## src/rtl/tmr_pkg.sv

```systemverilog
package tmr_pkg;

  localparam int VEC_W       = 8;
  localparam int SHIFT_W     = 3;
  localparam int DIVCFG_W    = 4;
  localparam int CTL_MASK_BIT = 16;
  localparam int CTL_PER_BIT  = 17;

  typedef enum logic [1:0] {
    SEL_INIT = 2'd0,
    SEL_DIV  = 2'd1,
    SEL_CTL  = 2'd2,
    SEL_NONE = 2'd3
  } tmr_sel_e;

  typedef struct packed {
    logic             periodic;
    logic             mask;
    logic [VEC_W-1:0] vec;
  } tmr_ctl_t;

  // Divider code {b3,b1,b0}; shift = code + 1, wrapping in three bits.
  function automatic logic [SHIFT_W-1:0] div_to_shift(input logic [DIVCFG_W-1:0] cfg);
    logic [SHIFT_W-1:0] code;
    code = {cfg[3], cfg[1], cfg[0]};
    return code + SHIFT_W'(1);
  endfunction

endpackage

```

## src/rtl/tmr_regs.sv

```systemverilog
module tmr_regs
  import tmr_pkg::*;
#(
  parameter int CNT_W = 32
) (
  input  logic               clk,
  input  logic               rst,
  input  logic               wr_en,
  input  logic [1:0]         wr_sel,
  input  logic [CNT_W-1:0]   wr_data,
  output logic               init_wr,
  output logic [CNT_W-1:0]   init_q,
  output logic               div_wr,
  output logic [SHIFT_W-1:0] div_shift_new,
  output logic [SHIFT_W-1:0] shift_pend,
  output tmr_ctl_t           ctl_q
);

  tmr_sel_e sel;
  logic     ctl_wr;

  assign sel           = tmr_sel_e'(wr_sel);
  assign init_wr       = wr_en && (sel == SEL_INIT);
  assign div_wr        = wr_en && (sel == SEL_DIV);
  assign ctl_wr        = wr_en && (sel == SEL_CTL);
  assign div_shift_new = div_to_shift(wr_data[DIVCFG_W-1:0] & DIVCFG_W'(4'hB));

  always_ff @(posedge clk) begin
    if (rst) begin
      init_q     <= '0;
      shift_pend <= div_to_shift('0);
      ctl_q      <= '0;
    end else begin
      if (init_wr) init_q <= wr_data;
      if (div_wr)  shift_pend <= div_shift_new;
      if (ctl_wr) begin
        ctl_q.vec      <= wr_data[VEC_W-1:0];
        ctl_q.mask     <= wr_data[CTL_MASK_BIT];
        ctl_q.periodic <= wr_data[CTL_PER_BIT];
      end
    end
  end

endmodule

```

## src/rtl/tmr_prescale.sv

```systemverilog
module tmr_prescale
  import tmr_pkg::*;
#(
  parameter int SW = SHIFT_W
) (
  input  logic          clk,
  input  logic          rst,
  input  logic          restart,
  input  logic          div_wr,
  input  logic [SW-1:0] div_shift_new,
  input  logic [SW-1:0] shift_pend,
  output logic          tick
);

  localparam int PRE_W = (1 << SW) - 1;

  logic [SW-1:0]    shift_act;
  logic [PRE_W-1:0] pre_cnt;
  logic [PRE_W-1:0] limit;
  logic [SW-1:0]    shift_next;

  assign limit      = PRE_W'((32'd1 << shift_act) - 32'd1);
  assign tick       = (pre_cnt == limit) && !restart;
  // A divider written on the boundary edge applies from that boundary on.
  assign shift_next = div_wr ? div_shift_new : shift_pend;

  always_ff @(posedge clk) begin
    if (rst) begin
      pre_cnt   <= '0;
      shift_act <= SW'(1);
    end else if (restart || tick) begin
      pre_cnt   <= '0;
      shift_act <= shift_next;
    end else begin
      pre_cnt   <= pre_cnt + PRE_W'(1);
    end
  end

endmodule

```

## src/rtl/tmr_core.sv

```systemverilog
module tmr_core
  import tmr_pkg::*;
#(
  parameter int CNT_W = 32
) (
  input  logic             clk,
  input  logic             rst,
  input  logic             tick,
  input  logic             init_wr,
  input  logic [CNT_W-1:0] init_val,
  input  logic [CNT_W-1:0] init_q,
  input  tmr_ctl_t         ctl_q,
  output logic [CNT_W-1:0] count_q,
  output logic             fire_q,
  output logic [VEC_W-1:0] vec_q
);

  logic running;
  logic at_zero;

  assign at_zero = (count_q == '0);
  assign running = (init_q != '0) && (ctl_q.periodic || !at_zero);

  always_ff @(posedge clk) begin
    if (rst) begin
      count_q <= '0;
      fire_q  <= 1'b0;
      vec_q   <= '0;
    end else begin
      fire_q <= 1'b0;
      if (init_wr) begin
        count_q <= init_val;
      end else if (tick && running) begin
        if (at_zero) begin
          count_q <= init_q;
          fire_q  <= !ctl_q.mask;
          vec_q   <= ctl_q.vec;
        end else begin
          count_q <= count_q - CNT_W'(1);
          if (!ctl_q.periodic && count_q == CNT_W'(1)) begin
            fire_q <= !ctl_q.mask;
            vec_q  <= ctl_q.vec;
          end
        end
      end
    end
  end

endmodule

```

## src/rtl/irq_countdown_timer.sv

```systemverilog
module irq_countdown_timer
  import tmr_pkg::*;
#(
  parameter int CNT_W = 32
) (
  input  logic             clk,
  input  logic             rst,
  input  logic             wr_en,
  input  logic [1:0]       wr_sel,
  input  logic [CNT_W-1:0] wr_data,
  output logic [CNT_W-1:0] count_o,
  output logic             fire_o,
  output logic [VEC_W-1:0] fire_vec_o
);

  logic               init_wr;
  logic [CNT_W-1:0]   init_q;
  logic               div_wr;
  logic [SHIFT_W-1:0] div_shift_new;
  logic [SHIFT_W-1:0] shift_pend;
  tmr_ctl_t           ctl_q;
  logic               tick;
  logic               ctl_mask;

  assign ctl_mask = ctl_q.mask;

  tmr_regs #(.CNT_W(CNT_W)) u_regs (
    .clk(clk), .rst(rst), .wr_en(wr_en), .wr_sel(wr_sel), .wr_data(wr_data),
    .init_wr(init_wr), .init_q(init_q), .div_wr(div_wr),
    .div_shift_new(div_shift_new), .shift_pend(shift_pend), .ctl_q(ctl_q)
  );

  tmr_prescale #(.SW(SHIFT_W)) u_pre (
    .clk(clk), .rst(rst), .restart(init_wr), .div_wr(div_wr),
    .div_shift_new(div_shift_new), .shift_pend(shift_pend), .tick(tick)
  );

  tmr_core #(.CNT_W(CNT_W)) u_core (
    .clk(clk), .rst(rst), .tick(tick), .init_wr(init_wr), .init_val(wr_data),
    .init_q(init_q), .ctl_q(ctl_q), .count_q(count_o), .fire_q(fire_o),
    .vec_q(fire_vec_o)
  );

endmodule

```

## config.mk

```make
export PLATFORM = sky130hd
export DESIGN_NAME = irq_countdown_timer
export DESIGN_NICKNAME = d
export VERILOG_FILES = /design/src/rtl/tmr_pkg.sv /design/src/rtl/tmr_regs.sv /design/src/rtl/tmr_prescale.sv /design/src/rtl/tmr_core.sv /design/src/rtl/irq_countdown_timer.sv
export SDC_FILE = /design/constraint.sdc
export NUM_CORES = 1
export LEC_CHECK = 0
export BUFFER_PORTS_ARGS = -buffer_cell sky130_fd_sc_hd__buf_2
export CORE_MARGIN = 2
export CORE_UTILIZATION = 50
export DETAILED_ROUTE_END_ITERATION = 10
export PLACE_DENSITY = 0.75
export SETUP_SLACK_MARGIN = 0.05
export SYNTH_ARGS = -nofsm -noshare
export SYNTH_HDL_FRONTEND = slang
export SYNTH_SLANG_ARGS = --single-unit
```

## constraint.sdc

```tcl
create_clock -name clk -period 8.2 [get_ports clk]
set_input_delay 0.41 -clock clk [delete_from_list [all_inputs] [get_ports clk]]
set_output_delay 0.41 -clock clk [all_outputs]
set_load 0.01 [all_outputs]
```

==> results by group <==
Outcome
  – Status: finished, final reports clean

Logic synthesis
  – Cell area after synthesis: 4860 µm²
  – Number of register bits inferred by synthesis: 96
  – Post-synth EDFFs: 0
  – Top FF cell, synth: sky130_fd_sc_hd__dfxtp_1
  – Ranking of synthesized cells by area: sky130_fd_sc_hd__dfxtp_1 (40%), sky130_fd_sc_hd__nand2_1 (8.1%), sky130_fd_sc_hd__nor2_1 (5.3%), sky130_fd_sc_hd__a21oi_1 (5.0%), sky130_fd_sc_hd__mux2i_1 (4.3%)
  – Mean post-synth cell area: 7.94 µm²
  – Number of synthesis warnings: 0
  – Share of async-settable or async-resettable flops after synthesis: 0%
  – Synth area leader: sky130_fd_sc_hd__dfxtp_1
  – Number of distinct library cells after synthesis: 60
  – Net count after synthesis: 653
  – Register area share after synthesis: 39.6%
  – Top-area cell type share of the netlist area: 39.6%
  – Count of mapped cells out of synthesis: 612

GRT
  – Number of global-route vias before repair: 4394
  – Busiest layer in global routing: met2
  – M1 GR Usage: 33.7%
  – Overall overflow remaining after global route: 0
  – Overall track demand over capacity in global routing: 25.2%
  – First-pass GRT wire length: 21.1 mm
  – Antenna violations before repair: 0
  – Met2 usage: 41.4%
  – Maximum number of pins on one net before global-route repair: 92
  – Met3 track demand over resource in global routing: 4.47%

Final layout
  – Filler Cells Inserted: 885
  – Final layout net count: 699
  – Most frequent standard cell in the layout excluding fill and tap cells: sky130_fd_sc_hd__nand2_1
  – Synth-to-Final Area Change: 12.1%
  – Total non-filler cell area in the finished layout: 5450 µm²
  – Layout cell share with drive strength beyond 1: 17.9%
  – Most frequent cells in the layout: sky130_fd_sc_hd__nand2_1 (105), sky130_fd_sc_hd__dfxtp_1 (96), sky130_fd_sc_hd__buf_2 (77)
  – Number of diodes: 0
  – Util after Layout: 58.4%

Routing
  – Number of vias per cell: 5.99
  – Residual DRC: 0
  – Total wirelength of the detailed-routed design: 12.9 mm
  – Final antenna-violating net count: 0
  – Vias post-DR: 4744
  – Wire length per cell after detailed routing: 16.2 µm
  – DR pass1 iterations: 5
  – Initial detailed-routing violation count: 291

STA
  – Count of final max-slew check failures: 0
  – Worst Max-Slew Pin Slew: 1.21 ns
  – Number of hold violations in the final report: 0
  – Slew headroom: 19.5%
  – Setup TNS: 0 ns
  – Endpoints failing setup: 0
  – Part of the cycle the worst path needs: 53.2%
  – Skew final: 0.0102 ns
  – Top achievable clock speed: 229 MHz
  – Setup repair after global routing missed its margin: false
  – Crit path time final: 4.36 ns

Clocking
  – CTS tree: built
  – Clock sink total: 96
  – Max H-tree Level: 3
  – Hold_buf cts: 0
  – Post-CTS repair timing setup buffer count: 0
  – Insertion delay of the later-clocked pin in the worst-skew pair: 0.37 ns
  – Post_cts resized: 0
  – Bufs on Longest Clock Path: 2
  – Number of buffers created by CTS: 9
  – Clock slew seen by the registers of the worst setup and hold paths: 0.10 ns
  – Buffer type at the clock tree root: sky130_fd_sc_hd__clkbuf_8

Setup path
  – Maximum fanout encountered on the critical timing path: 33
  – Required time reported for the critical path endpoint: 8.47 ns
  – Worst Path Arrival: 4.64 ns
  – Critical Path Sink Type: flop
  – Count of buffer and inverter cells on the critical path: 1
  – Startpoint kind of the worst setup timing path: flop
  – Slowest CP cell: sky130_fd_sc_hd__or2_1
  – Gate family responsible for the most delay along the worst path: simple AND/OR/NAND/NOR gates
  – Setup CP Type: reg -> reg
  – Delay of the slowest cell on the worst path: 0.96 ns
  – Series of cell instances along the critical path: inv_1 -> ha_1 -> or3b_2 -> nor4_4 -> nand3_2 -> nor2_2 -> or2_1 -> o21ai_0 -> a311oi_1

Placement
  – RD Place Congestion: 0.892
  – Port Buffer Count: 77
  – Cell area after placement: 5250 µm²
  – Dpl hpwl: 8.75 mm

Floorplanning
  – Row cnt: 35
  – Standard cell core area: 9330 µm²
  – Die area: 10500 µm²
  – Ports placed on the boundary: 78
  – Die W: 103 µm
  – Vertical die dimension: 103 µm
  – Initial cell density of the core: 52.1%

Min path
  – Min-delay worst type: in -> reg

Power
  – Areal power density over the cells: 302 nW/µm²
  – Static leakage: 2.17 nW
  – Largest voltage drop on the vdd net: 194 µV

Job
  – Max-capacitance violation count: 0
==> through the flow <==
step	setup WS (ns)	total power, mW	hold WS, ns	instances
6_report	3.84	1.64	0.272	792
5_1_grt	3.53	1.75	0.273	792
4_1_cts	3.89	1.64	0.266	792
3_5_place_dp	3.94	1.33	0.427	776
3_3_place_gp	4.18	1.31	0.403	776
2_1_floorplan	5.51	1.15	0.398	612
==> per-layer routing <==
| metal | wire length [µm] | share of wire [%] | vias to the layer above |
|---|---|---|---|
| li1 | - | - | 2305 |
| met2 | 6040 | 47 | 172 |
| met4 | 184 | 1.4 | 0 |
| met1 | 5820 | 45 | 2251 |
| met5 | 0 | 0 | - |
| met3 | 815 | 6.3 | 16 |
==> Yosys cell counts (3+ instances only) <==
library cell / number
sky130_fd_sc_hd__or2_2: 4
sky130_fd_sc_hd__mux2i_1: 21
sky130_fd_sc_hd__nand3_1: 15
sky130_fd_sc_hd__nor4_1: 24
sky130_fd_sc_hd__a21oi_1: 49
sky130_fd_sc_hd__and3_1: 5
sky130_fd_sc_hd__a41oi_1: 3
sky130_fd_sc_hd__nand4_1: 4
sky130_fd_sc_hd__or3_1: 9
sky130_fd_sc_hd__or4_1: 10
sky130_fd_sc_hd__o21ai_0: 16
sky130_fd_sc_hd__or4_4: 3
sky130_fd_sc_hd__o31ai_1: 9
sky130_fd_sc_hd__xor2_1: 6
sky130_fd_sc_hd__dfxtp_1: 96
sky130_fd_sc_hd__buf_2: 10
sky130_fd_sc_hd__buf_1: 3
sky130_fd_sc_hd__xnor2_1: 10
sky130_fd_sc_hd__a311oi_1: 11
sky130_fd_sc_hd__o211ai_1: 8
sky130_fd_sc_hd__o22ai_1: 4
sky130_fd_sc_hd__buf_4: 3
sky130_fd_sc_hd__nor3_1: 12
sky130_fd_sc_hd__ha_1: 4
sky130_fd_sc_hd__nor3b_1: 5
sky130_fd_sc_hd__nand3b_1: 4
sky130_fd_sc_hd__nor2_1: 69
sky130_fd_sc_hd__a31oi_1: 3
sky130_fd_sc_hd__inv_1: 6
sky130_fd_sc_hd__clkbuf_1: 30
sky130_fd_sc_hd__a211oi_1: 13
sky130_fd_sc_hd__nand2_1: 105
==> cell type report <==
type	count	area (µm²)	share of cell area [%]
Inverter	6	22.5	0.414
Clock buffer	9	124	2.27
Timing Repair Buffer	82	423	7.77
Sequential cell	96	1920	35.3
Clock inverter	7	73.8	1.36
Multi-Input combinational cell	463	2720	49.9
Tap cell	129	161	2.96
==> sequential cells by signal (all words and copies together) (netlist names) <==
| name | cells |
|---|---|
| u_core.count_q | 32 |
| u_regs.init_q | 32 |
| u_regs.ctl_q | 10 |
| u_core.vec_q | 8 |
| u_pre.pre_cnt | 7 |
| u_pre.shift_act | 3 |
| u_regs.shift_pend | 3 |
| u_core.fire_q | 1 |
==> worst min-delay path: stages <==
cell,delay [ns]
sky130_fd_sc_hd__buf_2,0.10
sky130_fd_sc_hd__nand2_1,0.05
sky130_fd_sc_hd__a21oi_1,0.05
==> logic make-up after synthesis <==
group / after synthesis / share of synthesized area [%]
buf+inv: 53 / 4.74
xor+xnor: 16 / 2.89
mux: 21 / 4.33
compound gates: 140 / 19.3
simple gates: 281 / 27.9
flops: 96 / 39.6
fa+ha+maj: 5 / 1.24
==> path summary, 6_finish.rpt <==
check / start / to / slack (ns) / depth (start not counted)
max: u_core.count_q[0] / u_core.count_q[20] / 3.84 / 9
min reg2reg: u_regs.ctl_q[8] / u_core.fire_q / 0.44 / 1
max reg2reg: u_core.count_q[0] / u_core.count_q[20] / 3.84 / 9
min: wr_data[13] / u_regs.init_q[13] / 0.27 / 3
==> power breakdown <==
part	switching [mW]	total (mW)	internal [mW]
sequential	0.0905	0.614	0.524
clock	0.190	0.311	0.120
combinational	0.440	0.719	0.279
Note: power is estimated with default switching activity, not from simulation.
